### src/rtl/opsel_arith_pkg.sv
package opsel_arith_pkg;
  typedef enum logic [1:0] {
    OP_ADD  = 2'b00,
    OP_SUB  = 2'b01,
    OP_MUL  = 2'b10,
    OP_ZERO = 2'b11
  } arith_op_e;
endpackage

### src/rtl/arith_cells.sv
// One-bit adder cells shared by the add/subtract chain and the multiplier array.
module arith_full_cell (
  input  logic x_i,
  input  logic y_i,
  input  logic ci_i,
  output logic s_o,
  output logic co_o
);
  assign s_o  = x_i ^ y_i ^ ci_i;
  assign co_o = (x_i & y_i) | (ci_i & (x_i ^ y_i));
endmodule

module arith_half_cell (
  input  logic x_i,
  input  logic y_i,
  output logic s_o,
  output logic co_o
);
  assign s_o  = x_i ^ y_i;
  assign co_o = x_i & y_i;
endmodule

### src/rtl/ripple_addsub.sv
// W-bit ripple chain; sub_i inverts the second operand and seeds the carry.
// The top stage computes only its sum bit, so the carry out is dropped.
module ripple_addsub #(
  parameter int W = 8
) (
  input  logic [W-1:0] x_i,
  input  logic [W-1:0] y_i,
  input  logic         sub_i,
  output logic [W-1:0] sum_o
);
  logic [W-1:0] y_cond;
  logic [W-1:0] carry;

  assign carry[0] = sub_i;

  for (genvar i = 0; i < W; i++) begin : g_bit
    assign y_cond[i] = y_i[i] ^ sub_i;
    if (i < W - 1) begin : g_mid
      arith_full_cell u_fa (
        .x_i  (x_i[i]),
        .y_i  (y_cond[i]),
        .ci_i (carry[i]),
        .s_o  (sum_o[i]),
        .co_o (carry[i+1])
      );
    end else begin : g_top
      assign sum_o[i] = x_i[i] ^ y_cond[i] ^ carry[i];
    end
  end
endmodule

### src/rtl/array_mult.sv
// N x N unsigned array multiplier: AND partial products, reduced one row
// at a time by a ripple row (half cell at the low end, full cells above).
module array_mult #(
  parameter int N = 4
) (
  input  logic [N-1:0]   x_i,
  input  logic [N-1:0]   y_i,
  output logic [2*N-1:0] p_o
);
  logic [N-1:0] pp  [N];
  logic [N-1:0] acc [N];
  logic         cy  [N];

  for (genvar r = 0; r < N; r++) begin : g_pp
    for (genvar c = 0; c < N; c++) begin : g_and
      assign pp[r][c] = x_i[c] & y_i[r];
    end
  end

  assign acc[0] = pp[0];
  assign cy[0]  = 1'b0;
  assign p_o[0] = acc[0][0];

  for (genvar r = 1; r < N; r++) begin : g_row
    logic [N-1:0] xin;
    logic [N-1:0] rc;
    assign xin = {cy[r-1], acc[r-1][N-1:1]};

    arith_half_cell u_ha (
      .x_i  (xin[0]),
      .y_i  (pp[r][0]),
      .s_o  (acc[r][0]),
      .co_o (rc[0])
    );
    for (genvar k = 1; k < N; k++) begin : g_fa
      arith_full_cell u_fa (
        .x_i  (xin[k]),
        .y_i  (pp[r][k]),
        .ci_i (rc[k-1]),
        .s_o  (acc[r][k]),
        .co_o (rc[k])
      );
    end
    assign cy[r]  = rc[N-1];
    assign p_o[r] = acc[r][0];
  end

  assign p_o[2*N-1:N] = {cy[N-1], acc[N-1][N-1:1]};
endmodule

### src/rtl/opsel_arith_unit.sv
module opsel_arith_unit #(
  parameter int W  = 8,
  parameter int MW = 4
) (
  input  logic         clk,
  input  logic         rst,
  input  logic [1:0]   op_i,
  input  logic [W-1:0] a_i,
  input  logic [W-1:0] b_i,
  output logic [W-1:0] result_o
);
  import opsel_arith_pkg::*;

  localparam int PW = 2 * MW;

  arith_op_e    op;
  logic [W-1:0] as_res;
  logic [PW-1:0] prod;
  logic [W-1:0] prod_ext;
  logic [W-1:0] next_res;

  assign op = arith_op_e'(op_i);

  ripple_addsub #(.W(W)) u_addsub (
    .x_i   (a_i),
    .y_i   (b_i),
    .sub_i (op == OP_SUB),
    .sum_o (as_res)
  );

  array_mult #(.N(MW)) u_mult (
    .x_i (a_i[MW-1:0]),
    .y_i (b_i[MW-1:0]),
    .p_o (prod)
  );

  assign prod_ext = W'(prod);

  always_comb begin
    case (op)
      OP_ADD, OP_SUB: next_res = as_res;
      OP_MUL:         next_res = prod_ext;
      default:        next_res = '0;
    endcase
  end

  always_ff @(posedge clk) begin
    if (rst) result_o <= '0;
    else     result_o <= next_res;
  end
endmodule

### config.mk
export PLATFORM = sky130hd
export DESIGN_NAME = opsel_arith_unit
export DESIGN_NICKNAME = d
export VERILOG_FILES = /design/src/rtl/opsel_arith_pkg.sv /design/src/rtl/arith_cells.sv /design/src/rtl/ripple_addsub.sv /design/src/rtl/array_mult.sv /design/src/rtl/opsel_arith_unit.sv
export SDC_FILE = /design/constraint.sdc
export NUM_CORES = 1
export LEC_CHECK = 0
export BUFFER_PORTS_ARGS = -buffer_cell sky130_fd_sc_hd__buf_2
export CORE_MARGIN = 2
export CORE_UTILIZATION = 42
export DETAILED_ROUTE_END_ITERATION = 8
export GPL_TIMING_DRIVEN = 0
export HOLD_SLACK_MARGIN = 0.08
export PLACE_DENSITY = 0.78
export SYNTH_ARGS = -nofsm -noshare
export SYNTH_HDL_FRONTEND = slang
export SYNTH_HIERARCHICAL = 1
export SYNTH_SLANG_ARGS = --single-unit
### constraint.sdc
create_clock -name clk -period 4.9 [get_ports clk]
set_clock_uncertainty 0.15 [all_clocks]
set_input_delay 0.245 -clock clk [delete_from_list [all_inputs] [get_ports clk]]
set_output_delay 0.245 -clock clk [all_outputs]
set_load 0.02 [all_outputs]
======== Word-level counts from Yosys, hierarchy flattened ========
Cells that the tools add are included.
storage, ports and cells
  output and inout port bits .............. 8
  flip-flop bits (word level) ............. 8
  word-level logic and storage cells ...... 115
cells by class
  multiplexer cells ....................... 1
  eq/ne operators ......................... 2
  reduce and logical (&&, ||, !) cells .... 2
  bitwise operators ....................... 109
operators by type and width
  kind                                                                    number
  1-bit AND                                                               50
  1-bit XOR                                                               44
  8-bit case mux with 2 select lines                                      1
  1-bit OR                                                                15
  2-bit by 1-bit equality test with 1-bit output (second input constant)  1
  2-bit equality test (second input constant)                             1
  2-bit logical NOT                                                       1
  2-bit OR reduction                                                      1

======== Depth between registers and ports, before layout ========
  depth in word-level cells ............... 19
  gate-level depth with buffers ........... 15

======== Modules after synthesis ========
Netlist, hierarchy kept.
modules (own cells, without submodules)
  module            cells an instance  sequential area each (um^2)  area an instance (um^2)  instances
  opsel_arith_unit  35                 160.2                        351.6                    1
  arith_full_cell   1                  0.0                          20.0                     16
  array_mult        25                 0.0                          163.9                    1
  ripple_addsub     11                 0.0                          106.4                    1
  arith_half_cell   1                  0.0                          12.5                     3

======== Least setup slack after synthesis ========
OpenSTA, ideal clock, no wires.
  kind .................................... input to register
  start point ............................. input op_i[1]
  end point ............................... register result_o[7]
  setup slack ............................. 0.632 ns
  setup time .............................. 0.070 ns
  data required time ...................... 4.680 ns
  data arrival time ....................... 4.048 ns
  cell stages on the path ................. 15
  path through ............................ buf_6 and2b_2 buf_6 xor2_1 fa_1 fa_1 fa_1 fa_1 fa_1 fa_1 fa_1 xor2_1 xnor2_1 nand2b_2 a21oi_1
between the ends
  cells in the longest elaborated chain, start to end .. 19
RTL lines
  element                                             RTL line                text
  start, declared                                     opsel_arith_unit.sv:7   input logic [1:0] op_i,
  2-bit by 1-bit equality test with 1-bit output (*)  opsel_arith_unit.sv:27  .sub_i (op == OP_SUB),
  1-bit XOR (*)                                       ripple_addsub.sv:17     assign y_cond[i] = y_i[i] ^ sub_i;
  net u_addsub.y_cond[0]                              ripple_addsub.sv:11     logic [W-1:0] y_cond;
  1-bit XOR                                           arith_cells.sv:10       assign co_o = (x_i & y_i) | (ci_i & (x_i ^ y_i));
  1-bit AND                                           arith_cells.sv:10
  1-bit OR (*)                                        arith_cells.sv:10
  net u_addsub.carry[1]                               ripple_addsub.sv:12     logic [W-1:0] carry;
  1-bit AND (*)                                       arith_cells.sv:10
  [... 1 more ...]                                    --
  net u_addsub.carry[2]                               ripple_addsub.sv:12
  [... 2 more ...]                                    --
  net u_addsub.carry[3]                               ripple_addsub.sv:12
  [... 2 more ...]                                    --
  net u_addsub.carry[4]                               ripple_addsub.sv:12
  [... 2 more ...]                                    --
  net u_addsub.carry[5]                               ripple_addsub.sv:12
  [... 1 more ...]                                    --
  1-bit OR (*)                                        arith_cells.sv:10
  net u_addsub.carry[6]                               ripple_addsub.sv:12
  1-bit AND (*)                                       arith_cells.sv:10
  1-bit OR (*)                                        arith_cells.sv:10
  net u_addsub.carry[7]                               ripple_addsub.sv:12
  1-bit XOR (*)                                       ripple_addsub.sv:27     assign sum_o[i] = x_i[i] ^ y_cond[i] ^ carry[i];
  net as_res[7]                                       opsel_arith_unit.sv:17  logic [W-1:0] as_res;
  8-bit case mux with 2 select lines (*)              opsel_arith_unit.sv:40  case (op)
  end signal, assigned                                opsel_arith_unit.sv:49  else result_o <= next_res;
  end, declared                                       opsel_arith_unit.sv:10  output logic [W-1:0] result_o
The timed path passes the listed nets; every way through them passes the cells marked *.
A chain may end at the register's enable or synchronous reset.

======== Final worst setup path ========
Same ends and word-level chain as after synthesis.

==> summary.md <==
| Metric | Value |
|---|---|
| Outcome | finished, final reports clean |
| Final min period | 4.36 ns |
| Nets@finish | 160 |
| Final-layout fill cell count | 219 |
| Grt total ovfl | 0 |
| Lkg Pwr | 0.553 nW |
| Initial Util | 44.3% |
| Number of flip-flops in the largest register | 8 |
| Vias per inst | 4.76 |
| Power Dens Cells | 226 nW/um2 |
| Die ar. | 2730 um2 |
| Main area contributors after synthesis | fa_1, dfxtp_1, and2_1 |
| Hpwl dp | 1.47 mm |
| Hold_ws | 0.195 ns |
| # rows | 17 |
| Vias in the first global route | 734 |
| Area after DPL | 1140 um2 |
| RSZ-0062 raised after global routing | no |
| Die Ht | 52.3 um |
| Synthesis-stage register bit count | 8 |
| Vias | 700 |
| Routability cong. | 0.789 |
| Clock-pin slew on the worst setup and hold paths | 0.05 ns |
| Sw frac | 33.6% |
| Final Cell Area | 1170 um2 |
| Post-CTS resize count | 0 |
| CTS Root Cell | clkbuf_4 |
| Area growth from synthesis to layout | 19.2% |
| All-layer global routing usage | 14.0% |
| Setup violators final | 0 |
| DR iter-0 viols | 6 |
| Post-CTS Setup Bufs | 0 |
| Seq pwr share | 28.3% |
| CTS Hold Buffers Added | 0 |
| Hold Vio Cnt, Final | 0 |
| Comb pwr share | 53.8% |
| CP endpoint kind | flip-flop |
| CTS tree | done |
| Synth top area share | 32.7% |
| PortBufs | 26 |
| Cell count after synthesis | 90 |
| Setup CP Type | in2reg |
| Biggest regs | result_o x8 |
| Fmax | 230 MHz |
| Total clock sinks | 8 |
| Final core occ | 52.8% |
| YS warnings | 6 |
| Hold path depth | 2 |
| Final setup TNS | 0 ns |
| First-pass GRT wire length | 2.86 mm |
| Yosys cell types | 16 |
| Cell-internal power | 176 uW |
| Clock share of power | 17.8% |
| CP Launch Type | input port |
| Crit-path max FO | 10 |
| DRC | 0 |
| DIE WIDTH | 52.3 um |
| Syn avg cell area | 10.9 um2 |
| Total CTS buffers | 3 |
| Worst IR Drop VDD | 153 uV |
| Post-Syn Area | 980 um2 |
| Yosys top cell by area | fa_1 |
| Layout cells sized above 1 | 40.3% |
| Commonest non-fill, non-tap cell in the layout | buf_2 |
| Htree depth | 1 |
| Register area share after synthesis | 16.3% |
| Most frequent cells in the layout | buf_2, fa_1, and2_1 |
| Crit path from | op_i[1] |
| Hold Path Class | in2reg |
| Largest Register | result_o |
| Tcrit/Tclk final | 88.9% |
| Boundary Pins | 28 |
| Largest net degree at the start of global routing | 11 |
| Switch Pwr | 88.8 uW |
| Initial antenna violation count | 0 |
| CP Data Required Time | 4.93 ns |
| Syn Nets | 129 |
| Worst setup path endpoint | result_o[7] |
| Placeable Area | 2210 um2 |
| Antenna-violating nets left | 0 |
| Routed len/inst | 10.9 um |
| Tot Pwr | 264 uW |
| Diodes inserted | 0 |
| WP data arrival | 4.38 ns |
| Max cap viols | 0 |
| Final WL | 1.60 mm |
| Fin. max-slew vios | 0 |
| DR pass1 iterations | 4 |
| Max Buffers Root-to-Sink | 2 |
==> how the worst min path moves through the flow <==
stage	start	end	slack, ns
after floorplan	op_i[1]	result_o[0]	0.28
after global placement	rst	result_o[0]	0.45
after detailed placement	rst	result_o[0]	0.45
after CTS	rst	result_o[0]	0.20
after global routing	op_i[0]	result_o[1]	0.21
final	rst	result_o[7]	0.20
==> power groups by stage <==
stage,Sequential (mW),Combinational (mW),Clock (mW)
2_1_floorplan,0.0875,0.0967,0
3_3_place_gp,0.0761,0.141,0
3_5_place_dp,0.0763,0.146,0
4_1_cts,0.0749,0.146,0.0499
5_1_grt,0.0757,0.160,0.0544
6_report,0.0749,0.142,0.0472
==> cell type report <==
cell class	instances	area (um2)	share of cell area, %
well taps	28	35.0	3.00
multi-input cells	71	733	62.8
flip-flops and latches	8	160	13.7
repair buffers	26	130	11.1
clock buffers	3	22.5	1.93
plain buffers	11	86.3	7.40
==> synthesized netlist by cell type, drive strengths merged <==
master / count
nand3b: 8
and2: 16
and2b: 1
ha: 3
fa: 16
a21oi: 8
dfxtp: 8
xor2: 8
conb: 1
xnor2: 2
buf: 11
nand2b: 8
==> worst max-delay path: stages <==
cell      delay [ns]
buf_2           0.15
buf_6           0.14
and2b_2         0.24
buf_6           0.15
xor2_1          0.18
fa_1            0.41
fa_1            0.40
fa_1            0.39
fa_1            0.39
fa_1            0.39
fa_1            0.41
fa_1            0.39
xor2_1          0.16
xnor2_1         0.18
nand2b_2        0.07
a21oi_1         0.10
==> kinds of logic (layout without fill, tap and decap cells) <==
logic type	count (synthesis)	count (layout)	share of synthesized area, %
AO/OA/AOI/OAI	8	8	4.09
XOR/XNOR	10	10	9.71
adder cells (fa/ha/maj)	19	19	36.5
buffers and inverters	11	40	8.81
flip-flops	8	8	16.3
other	1	1	0.383
AND/OR/NAND/NOR	33	33	24.1
==> metrics by stage <==
step / instances / setup slack [ns]
after floorplan: 90 / 0.632
after CTS: 147 / 0.522
after global routing: 147 / 0.360
after detailed placement: 144 / 0.265
final: 147 / 0.544
after global placement: 144 / 0.339
==> per-layer routing <==
| layer | GRT usage [%] | share of wire [%] | vias up |
|---|---|---|---|
| met5 | 0 | 0 | - |
| met4 | 2.56 | 2.1 | 0 |
| met3 | 4.29 | 5.5 | 4 |
| met2 | 26.7 | 53 | 25 |
| met1 | 15.1 | 39 | 336 |
| li1 | - | - | 335 |
No activity file was read; power rests on OpenSTA's default activity.
